### src/rtl/sag_pkg.sv
package sag_pkg;
  typedef enum logic [1:0] {
    CAUSE_NONE = 2'b00,
    CAUSE_PWR  = 2'b01,
    CAUSE_WP   = 2'b10
  } cause_e;
endpackage

### src/rtl/sag_region_decode.sv
module sag_region_decode #(
  parameter int ADDR_W = 32,
  parameter int NREG   = 4,
  parameter logic [NREG*ADDR_W-1:0] BASE = '0,
  parameter logic [NREG*ADDR_W-1:0] MASK = '0
) (
  input  logic [ADDR_W-1:0] addr,
  output logic [NREG-1:0]   sel
);
  logic [NREG-1:0] hit;

  for (genvar g = 0; g < NREG; g++) begin : g_cmp
    assign hit[g] = ((addr & MASK[g*ADDR_W +: ADDR_W]) == BASE[g*ADDR_W +: ADDR_W]);
  end

  // isolate the lowest matching region
  assign sel = hit & ((~hit) + NREG'(1));
endmodule

### src/rtl/sag_access_rules.sv
module sag_access_rules
  import sag_pkg::*;
#(
  parameter int NREG        = 4,
  parameter int MID_W       = 4,
  parameter int PROT_REGION = 0,
  parameter int PROT_MID    = 1
) (
  input  logic [NREG-1:0]  sel,
  input  logic [NREG-1:0]  pwr_on,
  input  logic             dbg,
  input  logic             write,
  input  logic [MID_W-1:0] mid,
  output cause_e           cause
);
  logic pwr_off_hit;
  logic wp_hit;

  assign pwr_off_hit = |(sel & ~pwr_on);
  assign wp_hit      = write && sel[PROT_REGION] && !dbg && (mid != MID_W'(PROT_MID));

  always_comb begin
    if (pwr_off_hit)  cause = CAUSE_PWR;   // power check has priority
    else if (wp_hit)  cause = CAUSE_WP;
    else              cause = CAUSE_NONE;
  end
endmodule

### src/rtl/sag_err_status.sv
module sag_err_status
  import sag_pkg::*;
#(
  parameter int ADDR_W = 32,
  parameter int MID_W  = 4
) (
  input  logic              clk,
  input  logic              rst,
  input  logic              err_evt,
  input  cause_e            err_cause,
  input  logic [ADDR_W-1:0] err_addr,
  input  logic [MID_W-1:0]  err_mid,
  input  logic              err_write,
  input  logic              clr,
  output logic              valid_o,
  output logic [1:0]        cause_o,
  output logic [ADDR_W-1:0] addr_o,
  output logic [MID_W-1:0]  mid_o,
  output logic              write_o
);
  always_ff @(posedge clk) begin
    if (rst || (clr && !err_evt)) begin
      valid_o <= 1'b0;
      cause_o <= 2'b00;
      addr_o  <= '0;
      mid_o   <= '0;
      write_o <= 1'b0;
    end else if (err_evt) begin
      valid_o <= 1'b1;
      cause_o <= err_cause;
      addr_o  <= err_addr;
      mid_o   <= err_mid;
      write_o <= err_write;
    end
  end

  AST_STAT_CAUSE: assert property (@(posedge clk) disable iff (rst)
    valid_o |-> (cause_o != 2'b00));
  AST_STAT_SET: assert property (@(posedge clk) disable iff (rst)
    err_evt |=> valid_o);
  AST_STAT_CLR: assert property (@(posedge clk) disable iff (rst)
    (clr && !err_evt) |=> (!valid_o && cause_o == 2'b00));
endmodule

### src/rtl/slave_access_guard.sv
module slave_access_guard
  import sag_pkg::*;
#(
  parameter int ADDR_W      = 32,
  parameter int DATA_W      = 32,
  parameter int MID_W       = 4,
  parameter int NREG        = 4,
  parameter int PROT_REGION = 0,
  parameter int PROT_MID    = 1,
  parameter logic [NREG*ADDR_W-1:0] REG_BASE =
    {32'h0000_0000, 32'h0000_2000, 32'h0000_1000, 32'h0000_0000},
  parameter logic [NREG*ADDR_W-1:0] REG_MASK =
    {32'hFFFF_0000, 32'hFFFF_F000, 32'hFFFF_F000, 32'hFFFF_F000}
) (
  input  logic              clk,
  input  logic              rst,
  input  logic              dbg_mode_i,
  input  logic [NREG-1:0]   pwr_on_i,
  input  logic              req_valid_i,
  output logic              req_ready_o,
  input  logic [ADDR_W-1:0] req_addr_i,
  input  logic              req_write_i,
  input  logic              req_priv_i,
  input  logic [MID_W-1:0]  req_mid_i,
  input  logic [DATA_W-1:0] req_wdata_i,
  output logic              rsp_valid_o,
  output logic              rsp_err_o,
  output logic [DATA_W-1:0] rsp_rdata_o,
  output logic              slv_valid_o,
  input  logic              slv_ready_i,
  output logic [NREG-1:0]   slv_sel_o,
  output logic [ADDR_W-1:0] slv_addr_o,
  output logic              slv_write_o,
  output logic              slv_priv_o,
  output logic [DATA_W-1:0] slv_wdata_o,
  input  logic              slv_rsp_valid_i,
  input  logic              slv_rsp_err_i,
  input  logic [DATA_W-1:0] slv_rdata_i,
  input  logic              stat_clr_i,
  output logic              stat_valid_o,
  output logic [1:0]        stat_cause_o,
  output logic [ADDR_W-1:0] stat_addr_o,
  output logic [MID_W-1:0]  stat_mid_o,
  output logic              stat_write_o
);
  logic [NREG-1:0] pwr_q;
  logic            dbg_q;
  logic [NREG-1:0] sel;
  cause_e          cause;
  logic            reject;
  logic            busy;
  logic            accept;
  logic            err_evt;
  logic            err_pend_q;
  logic            fwd_pend_q;

  // registered mode inputs; domains count as powered out of reset
  always_ff @(posedge clk) begin
    if (rst) begin
      pwr_q <= '1;
      dbg_q <= 1'b0;
    end else begin
      pwr_q <= pwr_on_i;
      dbg_q <= dbg_mode_i;
    end
  end

  sag_region_decode #(
    .ADDR_W(ADDR_W), .NREG(NREG), .BASE(REG_BASE), .MASK(REG_MASK)
  ) u_dec (
    .addr(req_addr_i),
    .sel (sel)
  );

  sag_access_rules #(
    .NREG(NREG), .MID_W(MID_W), .PROT_REGION(PROT_REGION), .PROT_MID(PROT_MID)
  ) u_rules (
    .sel   (sel),
    .pwr_on(pwr_q),
    .dbg   (dbg_q),
    .write (req_write_i),
    .mid   (req_mid_i),
    .cause (cause)
  );

  assign reject  = (cause != CAUSE_NONE);
  assign busy    = err_pend_q | fwd_pend_q;
  assign req_ready_o = !busy && (reject ? 1'b1 : slv_ready_i);
  assign accept  = req_valid_i && req_ready_o;
  assign err_evt = accept && reject;

  assign slv_valid_o = req_valid_i && !busy && !reject;
  assign slv_sel_o   = sel;
  assign slv_addr_o  = req_addr_i;
  assign slv_write_o = req_write_i;
  assign slv_priv_o  = req_priv_i;
  assign slv_wdata_o = req_wdata_i;

  always_ff @(posedge clk) begin
    if (rst) begin
      err_pend_q <= 1'b0;
      fwd_pend_q <= 1'b0;
    end else begin
      err_pend_q <= err_evt;
      if (accept && !reject)  fwd_pend_q <= 1'b1;
      else if (slv_rsp_valid_i) fwd_pend_q <= 1'b0;
    end
  end

  assign rsp_valid_o = err_pend_q | (fwd_pend_q & slv_rsp_valid_i);
  assign rsp_err_o   = err_pend_q | (fwd_pend_q & slv_rsp_err_i);
  assign rsp_rdata_o = err_pend_q ? '0 : slv_rdata_i;

  sag_err_status #(.ADDR_W(ADDR_W), .MID_W(MID_W)) u_stat (
    .clk      (clk),
    .rst      (rst),
    .err_evt  (err_evt),
    .err_cause(cause),
    .err_addr (req_addr_i),
    .err_mid  (req_mid_i),
    .err_write(req_write_i),
    .clr      (stat_clr_i),
    .valid_o  (stat_valid_o),
    .cause_o  (stat_cause_o),
    .addr_o   (stat_addr_o),
    .mid_o    (stat_mid_o),
    .write_o  (stat_write_o)
  );

  AST_ERR_RESP: assert property (@(posedge clk) disable iff (rst)
    (req_valid_i && req_ready_o && !slv_valid_o) |=>
      (rsp_valid_o && rsp_err_o && rsp_rdata_o == '0));
  AST_SEL_ONEHOT: assert property (@(posedge clk) disable iff (rst)
    $onehot0(slv_sel_o));
  AST_NO_FWD_PENDING: assert property (@(posedge clk) disable iff (rst)
    rsp_valid_o |-> (!slv_valid_o && !req_ready_o));
  AST_FWD_READY: assert property (@(posedge clk) disable iff (rst)
    slv_valid_o |-> (req_ready_o == slv_ready_i));
  AST_ERR_ONE_CYCLE: assert property (@(posedge clk) disable iff (rst)
    (rsp_valid_o && rsp_err_o && rsp_rdata_o == '0 && !slv_rsp_valid_i) |=> !rsp_err_o || slv_rsp_valid_i);
endmodule

### config.mk
export PLATFORM = sky130hd
export DESIGN_NAME = slave_access_guard
export DESIGN_NICKNAME = d
export VERILOG_FILES = /design/src/rtl/sag_pkg.sv /design/src/rtl/sag_region_decode.sv /design/src/rtl/sag_access_rules.sv /design/src/rtl/sag_err_status.sv /design/src/rtl/slave_access_guard.sv
export SDC_FILE = /design/constraint.sdc
export NUM_CORES = 1
export LEC_CHECK = 0
export ABC_AREA = 1
export BUFFER_PORTS_ARGS = -buffer_cell sky130_fd_sc_hd__buf_2
export CAP_MARGIN = 20
export CORE_AREA = 2 2 101 103
export CTS_BUF_LIST = sky130_fd_sc_hd__clkbuf_2 sky130_fd_sc_hd__clkbuf_4 sky130_fd_sc_hd__clkbuf_8
export CTS_CLUSTER_SIZE = 20
export DETAILED_ROUTE_END_ITERATION = 8
export DIE_AREA = 0 0 103 105
export GPL_ROUTABILITY_DRIVEN = 0
export HOLD_SLACK_MARGIN = 0.06
export PLACE_DENSITY = 0.64
export SLEW_MARGIN = 20
export SYNTH_ARGS = -nofsm -noshare
export SYNTH_HDL_FRONTEND = slang
export SYNTH_SLANG_ARGS = --single-unit
### constraint.sdc
create_clock -name clk -period 1.6 [get_ports clk]
set_input_delay 0.24 -clock clk [delete_from_list [all_inputs] [get_ports clk]]
set_output_delay 0.24 -clock clk [all_outputs]
set_load 0.005 [all_outputs]
Yosys cells after proc, flatten, opt, wreduce, memory -nomap -nowiden:

Cells that the tools add are included.

* bits of input ports: 114
* register bits: 47

* add/sub/neg operators: 1
* mux-type cells: 6
* bitwise logic cells: 9
* equality and inequality tests: 3
* reduce and logical (&&, ||, !) cells: 20

Operator list (count)
* $logic_not A32 Y1: 2
* $mux W32: 1
* $eq A20 B1 Y1 const B: 1
* $eq A20 B2 Y1 const B: 1
* $logic_and A1 B1 Y1: 10
* $and A4 B4 Y4: 2
* $not A4 Y4: 2
* $add A4 B1 Y4 const B: 1
* $logic_not A1 Y1: 4
* $mux W2: 2
* $ne A4 B1 Y1 const B: 1
* $reduce_bool A2 Y1: 2
* $reduce_or A4 Y1: 1
* $mux W1: 3
* $or A1 B1 Y1: 3
* $and A1 B1 Y1: 2
* $logic_or A1 B1 Y1: 1

Logic depth before layout (Yosys ltp):

Gate-level depths: netlist of the first run.

* depth in word-level cells: 17
* depth in mapped cells: 12
* depth with buffers taken out: 11

By module:

A second synthesis of the first run with hierarchy kept.

* cell total of the unflattened synthesis: 502
* area total of the unflattened synthesis: 3010.4 um^2

Modules (own cells, without submodules)
* sag_err_status: sequential area each 800.8 um^2, instances 1, area each 1785.5 um^2, cells an instance 291
* slave_access_guard: sequential area each 140.1 um^2, instances 1, area each 1022.2 um^2, cells an instance 163
* sag_region_decode: sequential area each 0.0 um^2, instances 1, area each 113.9 um^2, cells an instance 27
* sag_access_rules: sequential area each 0.0 um^2, instances 1, area each 88.8 um^2, cells an instance 21

Worst setup path before layout of the first run:

Ideal clock, no wire load.

* path type: input to register
* from: input port req_addr_i[20]
* to: register u_stat.addr_o[22]
* stages on the path: 12
* data required time: 1.492 ns
* library setup time: 0.108 ns
* arrival: 1.475 ns
* path buffers: 2
* slack: 0.017 ns
* path through: nor2_1 nand2_1 nor2_4 nand2_4 nor2_4 nand4_4 nand2_4 nand2_4 buf_4 buf_4 nand3_2 inv_2

* word-level cells in the longest chain between the ends: 17
* elaborated cells between the ends (all ways): 22
* those cells by class: add/sub: 1; eq/ne: 2; mux: 3; bitwise: 3; reduce/logical: 13

RTL lines
* from (decl): RTL line slave_access_guard.sv:21 `input logic [ADDR_W-1:0] req_addr_i,`
* $logic_not A32 Y1 *: RTL line sag_region_decode.sv:13 `assign hit[g] = ((addr & MASK[g*ADDR_W +: ADDR_W]) == BASE[g*ADDR_W +: ADDR_W]);`
* $not A4 Y4: RTL line sag_region_decode.sv:17 `assign sel = hit & ((~hit) + NREG'(1));`
* $add A4 B1 Y4: RTL line sag_region_decode.sv:17
* $and A4 B4 Y4 *: RTL line sag_region_decode.sv:17
* via slv_sel_o[0]: RTL line slave_access_guard.sv:31 `output logic [NREG-1:0] slv_sel_o,`
* $logic_and A1 B1 Y1 (3 in a row): RTL line sag_access_rules.sv:20 `assign wp_hit = write && sel[PROT_REGION] && !dbg && (mid != MID_W'(PROT_MID));`
* $mux W2: RTL line sag_access_rules.sv:24 `else if (wp_hit) cause = CAUSE_WP;`
* $mux W2 *: RTL line sag_access_rules.sv:23 `if (pwr_off_hit) cause = CAUSE_PWR;`
* $reduce_bool A2 Y1 *: RTL line slave_access_guard.sv:86 `assign reject = (cause != CAUSE_NONE);`
* $mux W1: RTL line slave_access_guard.sv:88 `assign req_ready_o = !busy && (reject ? 1'b1 : slv_ready_i);`
* $logic_and A1 B1 Y1: RTL line slave_access_guard.sv:88
* $logic_and A1 B1 Y1: RTL line slave_access_guard.sv:89 `assign accept = req_valid_i && req_ready_o;`
* $logic_and A1 B1 Y1 *: RTL line slave_access_guard.sv:90 `assign err_evt = accept && reject;`
* $logic_not A1 Y1: RTL line sag_err_status.sv:22 `if (rst || (clr && !err_evt)) begin`
* $logic_and A1 B1 Y1: RTL line sag_err_status.sv:22
* $logic_or A1 B1 Y1: RTL line sag_err_status.sv:22
* to (signal assigned): RTL line sag_err_status.sv:31 `addr_o <= err_addr;`
* to (decl): RTL line sag_err_status.sv:17 `output logic [ADDR_W-1:0] addr_o,`

The timed path passes the listed nets; every way through them passes the cells marked *.
A chain may end at the register's enable or synchronous reset.

Final worst setup path of the first run:

* from: register pwr_q[0]
* to: output port slv_valid_o

* word-level cells in the longest chain between the ends: 7

RTL lines
* from (decl): RTL line slave_access_guard.sv:46 `logic [NREG-1:0] pwr_q;`
* from (signal assigned): RTL line slave_access_guard.sv:63 `pwr_q <= pwr_on_i;`
* $not A4 Y4: RTL line sag_access_rules.sv:19 `assign pwr_off_hit = |(sel & ~pwr_on);`
* $and A4 B4 Y4: RTL line sag_access_rules.sv:19
* $reduce_or A4 Y1: RTL line sag_access_rules.sv:19
* $mux W2: RTL line sag_access_rules.sv:23
* $reduce_bool A2 Y1: RTL line slave_access_guard.sv:86
* $logic_not A1 Y1: RTL line slave_access_guard.sv:92 `assign slv_valid_o = req_valid_i && !busy && !reject;`
* $logic_and A1 B1 Y1: RTL line slave_access_guard.sv:92
* to (decl): RTL line slave_access_guard.sv:29 `output logic slv_valid_o,`

No other way between the ends.

==> flow_summary.toml, run 1 <==
[setup_path]
required_ns = 1.36
cp-start-kind = "flip-flop"
cp_max_fo = 3
crit_arrival_ns = 1.34
end_kind = "primary output"
critPathKind = "flip-flop to primary output"
reg2reg_depth = 8
reg2reg_from = "fwd_pend_q"
r2r_end = "u_stat.addr_o[14]"
reg2reg_slack_ns = 0.09

[power_and_ir_drop]
power.density_nw_per_um2 = 621
switchingPower_mw = 0.600
p_clk_share_pct = 30.8
internal_power_mw = 1.69
swShare_pct = 26.2
p_leak_nw = 2.09
peakVddDrop_uv = 385
combPwrFrac_pct = 17.7
power_frac_seq_pct = 51.4

[drt]
wl_mm = 8.14
drc = 0
vias = 2714
drtAntennaViolNets = 0
first_iter_violations = 115
drt_first_pass_iters = 5
wire_per_inst_um = 12.5
vias_per_cell = 4.16

[grt]
antenna_found_initial = 1
grt_max_degree = 34
met1_usage_pct = 15.0
grt_usage_pct = 13.6
met3_usage_pct = 4.01
top_usage_layer = "met2"
grt-ovfl-total = 0
grt_pass1_vias = 2428
grt_pass1_wl_mm = 11.7
grtUsageMet2_pct = 24.2

[cells_and_area]
seq_area_um2 = 943
syn_to_final_growth_pct = 36.7
multi_input_area_um2 = 1010
nets = 631
stdcell_count = 652
fillers = 1029
layout-drive-gt1-share_pct = 54.4

[timing]
tightest_slew_ns = 0.228
relSlewSlack_pct = 84.7
drv_slew = 0
clock_skew_ns = 0.00855
timing.hold.ws_ns = 0.130
fin_crit_sh_pct = 98.5
max_clock_freq_mhz = 635
setup_viol = 0
hold_viol = 0
period_minus_slack_ns = 1.58
rsz0062_at_grt = "yes"

[hold_path]
hold_depth = 2
hp-start = "pwr_on_i[3]"
hp-class = "primary input to flip-flop"
holdPathEnd = "pwr_q[3]"

[clock_network]
clkSlewWorstSetupHoldPaths_ns = 0.09
numCtsBuffers = 5
clock_latency_ns = 0.30
cts_num_sinks = 47
clockBufferDepth = 2
htree_levels = 2
holdBufCountCts = 0
cts_tree = "yes"
cts_root_buf = "clkbuf_8"

[placed_design]
dp_hpwl_mm = 6.61
place_inst = 641
io_buffer_count = 193

[status]
outcome = "completed"

[logic_synthesis]
ys_seq_area_share_pct = 34.8
yosys_warnings = 0
synth_area_um2 = 2700
netlist_instances = 376
syn_nets = 490
avgSynthCellArea_um2 = 7.18
synth-seq-cells = 47
synthDistinctLibCells = 25

[die]
ios = 260
initial_core_util_pct = 28.0
fp.coreArea_um2 = 9640
die_h_um = 105
dieWidth_um = 103
fp-row-count = 36
dieArea_um2 = 10800

[flow_run]
maxCapViolCount = 0
## worst max-delay path: stages (launching register included)
cell and delay (ns):
dfxtp_2 0.33, inv_2 0.03, nand4_1 0.07, nand2_1 0.08, nor2_4 0.19, nand2_4 0.09
nor2_4 0.11, buf_2 0.13
## per-layer routing
layer	vias to the layer above	part of all wire (%)
li1	1354	-
met1	1221	39
met2	117	52
met3	22	7.4
met4	0	2.0
met5	-	0
## cell usage after synthesis
| library cell | count | area share, % |
|---|---|---|
| a21oi_1 | 25 | 4.6 |
| a21oi_4 | 1 | 0.60 |
| and3_1 | 1 | 0.23 |
| buf_2 | 6 | 1.1 |
| buf_4 | 68 | 19 |
| buf_6 | 1 | 0.42 |
| clkbuf_1 | 7 | 0.97 |
| dfxtp_1 | 47 | 35 |
| inv_1 | 55 | 7.6 |
| inv_2 | 12 | 1.7 |
| nand2_1 | 38 | 5.3 |
| nand2_2 | 2 | 0.46 |
| nand2_4 | 3 | 1.3 |
| nand3_1 | 31 | 5.7 |
| nand3_2 | 10 | 3.7 |
| nand3b_1 | 1 | 0.28 |
| nand4_1 | 4 | 0.93 |
| nand4_4 | 1 | 0.79 |
| nor2_1 | 48 | 6.7 |
| nor2_2 | 3 | 0.70 |
| nor2_4 | 3 | 1.3 |
| nor3_1 | 3 | 0.56 |
| nor4_1 | 1 | 0.23 |
| o21ai_1 | 1 | 0.19 |
| or2_2 | 4 | 0.93 |
## through the flow
step	power [mW]	setup TNS (ns)	worst slack, ns	utilization [%]	cell area [µm²]
2_1_floorplan	1.45	0	0.0175	-	2700
3_3_place_gp	1.58	-5.85	-0.168	35.7	3440
3_5_place_dp	1.58	-8.58	-0.229	35.7	3440
4_1_cts	2.34	-0.0520	-0.0270	37.8	3640
5_1_grt	2.44	-1.30	-0.0909	38.3	3690
6_report	2.29	0	0.0247	38.3	3690
## worst max-delay path by stage
stage,startpoint,to,slack [ns],cells after the start
6_report,pwr_q[0],slv_valid_o,0.02,7
5_1_grt,req_addr_i[21],req_ready_o,-0.09,11
4_1_cts,req_addr_i[26],req_ready_o,-0.03,11
3_5_place_dp,req_addr_i[16],u_stat.addr_o[14],-0.23,13
3_3_place_gp,req_addr_i[16],u_stat.addr_o[16],-0.17,13
2_1_floorplan,req_addr_i[20],u_stat.addr_o[22],0.02,12
## power groups by stage
stage / logic, mW / clock network (mW) / registers [mW]
floorplan: 0.247 / 0 / 1.21
global placement: 0.373 / 0 / 1.21
detailed placement: 0.378 / 0 / 1.21
CTS: 0.406 / 0.757 / 1.18
global route: 0.452 / 0.804 / 1.18
finish: 0.407 / 0.707 / 1.18
## layout make-up
cell class | instances | area share [%]
timing repair buffer | 216 | 33.3
antenna | 1 | 0.0678
clock inverter | 3 | 0.508
tap | 133 | 4.51
sequential | 47 | 25.6
clock buffer | 5 | 1.86
multi-input combinational | 180 | 27.3
inverter | 67 | 6.88
## repair_timing
action | 4_1_cts | 5_1_grt
hold endpoints to repair | 0 | 0
buffers inserted | 1 | 1
resized for setup | 24 | 15
setup endpoints to repair | 17 | 43
gates cloned | 0 | 0
pin swaps | 14 | 6
## flip-flops by register name (all words and copies together), names as in the netlist
register	flops
u_stat.addr_o	32
pwr_q	4
u_stat.mid_o	4
u_stat.cause_o	2
dbg_q	1
err_pend_q	1
fwd_pend_q	1
u_stat.valid_o	1
u_stat.write_o	1
## placed cells by master, fill, tap and decap left out, types with 8 or more instances in the layout
| master | netlist | layout |
|---|---|---|
| buf_4 | 68 | 19 |
| inv_2 | 12 | 13 |
| dfxtp_1 | 47 | 45 |
| buf_6 | 1 | 9 |
| nand2_1 | 38 | 32 |
| nand3_2 | 10 | 10 |
| nor2_1 | 48 | 40 |
| nand3_1 | 31 | 30 |
| a21oi_1 | 25 | 25 |
| buf_2 | 6 | 185 |
| nand2_2 | 2 | 8 |
| inv_1 | 55 | 53 |
| nor2_4 | 3 | 9 |
## cells by family after synthesis
kind of cell	after synthesis	share of synthesized area (%)
AOI/OAI and AO/OA	27	5.42
buffers and inverters	149	30.7
DFF	47	34.8
and+or+nand+nor	153	29.0
No activity file was read; power rests on OpenSTA's default activity.
==> run 2: changes to the inputs <==
Settings changed: PLACE_DENSITY 0.64 to 0.67.
==> flow_summary.toml, run 2 (synthesis results as in run 1) <==
[timing]
setup_viol = 8
period_minus_slack_ns = 1.62
fin_ws_ns = -0.0177
fin_crit_sh_pct = 101
clock_skew_ns = 0.00577
rsz0062_at_grt = "yes"
max_clock_freq_mhz = 618
tightest_slew_ns = 0.243
drv_slew = 0
relSlewSlack_pct = 83.7
timing.hold.ws_ns = 0.123
hold_viol = 0

[drt]
wire_per_inst_um = 13.0
vias = 2699
first_iter_violations = 148
wl_mm = 8.55
drc = 0
vias_per_cell = 4.11
drt_first_pass_iters = 5
drtAntennaViolNets = 0

[cells_and_area]
final_cell_area_um2 = 3990
layout_common_cells = "buf_2, inv_1, dfxtp_1"
regMostFlops = "u_stat.addr_o"
final_core_util_pct = 41.4
layout-drive-gt1-share_pct = 57.9
multi_input_area_um2 = 1120
seq_area_um2 = 942
fillers = 990
n_antenna_cell = 0
top_regs = "u_stat.addr_o (32), pwr_q (4), u_stat.mid_o (4)"
largest_reg_flops = 32
final_common_cell = "buf_2"
nets = 636
stdcell_count = 656
syn_to_final_growth_pct = 47.9

[power_and_ir_drop]
p_leak_nw = 2.16
power_frac_seq_pct = 46.6
switchingPower_mw = 0.615
swShare_pct = 24.3
internal_power_mw = 1.92
power.density_nw_per_um2 = 635
p_clk_share_pct = 36.3
combPwrFrac_pct = 17.2
peakVddDrop_uv = 380
power_mw = 2.53

[placed_design]
dp_hpwl_mm = 6.56
placed_area_um2 = 3450
place_inst = 641
io_buffer_count = 193

[die]
dieWidth_um = 103
die_h_um = 105
initial_core_util_pct = 28.0
ios = 260
dieArea_um2 = 10800
fp-row-count = 36
fp.coreArea_um2 = 9640

[status]
violations = "negative setup slack"
outcome = "finished with violations"

[setup_path]
crit_path_max_incr_delay_ns = 0.22
crit_arrival_ns = 1.87
end_kind = "flip-flop"
critPathKind = "primary input to flip-flop"
cp_slowest_cell = "a21oi_4"
cp_cell_sequence = "buf_2, inv_1, nand2_2, nor2_1, nand4_1, nand2_1, nor2_4, nand2_4, buf_12, nand2_8, a21oi_4, clkbuf_16, nand3_2, inv_2"
cp-start-kind = "primary input"
cp_max_fo = 8
required_ns = 1.85

[grt]
grt_max_degree = 34
grt_usage_pct = 13.7
grt-ovfl-total = 0
antenna_found_initial = 0
grt_pass1_vias = 2383
grt_pass1_wl_mm = 11.8

[clock_network]
clockBufferDepth = 2
clkSlewWorstSetupHoldPaths_ns = 0.09
clock_latency_ns = 0.30
holdBufCountCts = 0
cts_num_sinks = 47
cts_tree = "yes"
htree_levels = 2
cts_root_buf = "clkbuf_8"
numCtsBuffers = 5

[flow_run]
maxCapViolCount = 0

[hold_path]
hp-class = "primary input to flip-flop"
run 2: final timing paths:
check	from	depth (start not counted)	slack, ns	to
worst max-delay path	req_addr_i[13]	14	-0.02	u_stat.addr_o[22]
worst min-delay path	pwr_on_i[2]	2	0.12	pwr_q[2]
worst min register to register	u_stat.addr_o[21]	2	0.45	u_stat.addr_o[21]
worst max register to register	fwd_pend_q	8	0.04	u_stat.addr_o[22]
run 2: area by class of cell:
cell class	instances	share of cell area [%]
Multi-Input combinational cell	180	28.1
Clock inverter	2	0.971
Sequential cell	47	23.6
Clock buffer	6	2.07
Inverter	67	6.30
Tap cell	133	4.17
Timing Repair Buffer	221	34.8
run 2: worst max-delay path, delay by kind of cell:
family,cells,cell delay (ns)
simple gates,8,0.79
buf+inv,5,0.62
compound gates,1,0.22
run 2: per-layer routing:
metal | up-vias | track usage, % | wire length, µm
met5 | - | 0 | 0
met1 | 1216 | 15.5 | 3130
li1 | 1368 | - | -
met4 | 0 | 2.91 | 82
met3 | 13 | 4.01 | 662
met2 | 102 | 25.0 | 4680
run 2: stage by stage:
stage / setup WS [ns] / TNS, ns
final: -0.0177 / -0.113
after global routing: -0.0918 / -1.57
after CTS: -0.00178 / -0.00178
after detailed placement: -0.155 / -5.02
after global placement: -0.0955 / -3.21
after floorplan: 0.0175 / 0
run 2: what timing repair did:
action,in CTS,in global routing
endpoints found under the setup margin,2,44
pin swaps,15,12
cloned,0,2
buffers inserted,3,2
gates resized for setup,25,45
run 2: power groups by stage:
stage | Clock [mW] | Sequential, mW | Combinational [mW]
after floorplan | 0 | 1.21 | 0.247
after global placement | 0 | 1.21 | 0.376
after detailed placement | 0 | 1.21 | 0.379
after CTS | 0.954 | 1.18 | 0.410
after global routing | 1.02 | 1.18 | 0.481
final | 0.920 | 1.18 | 0.435
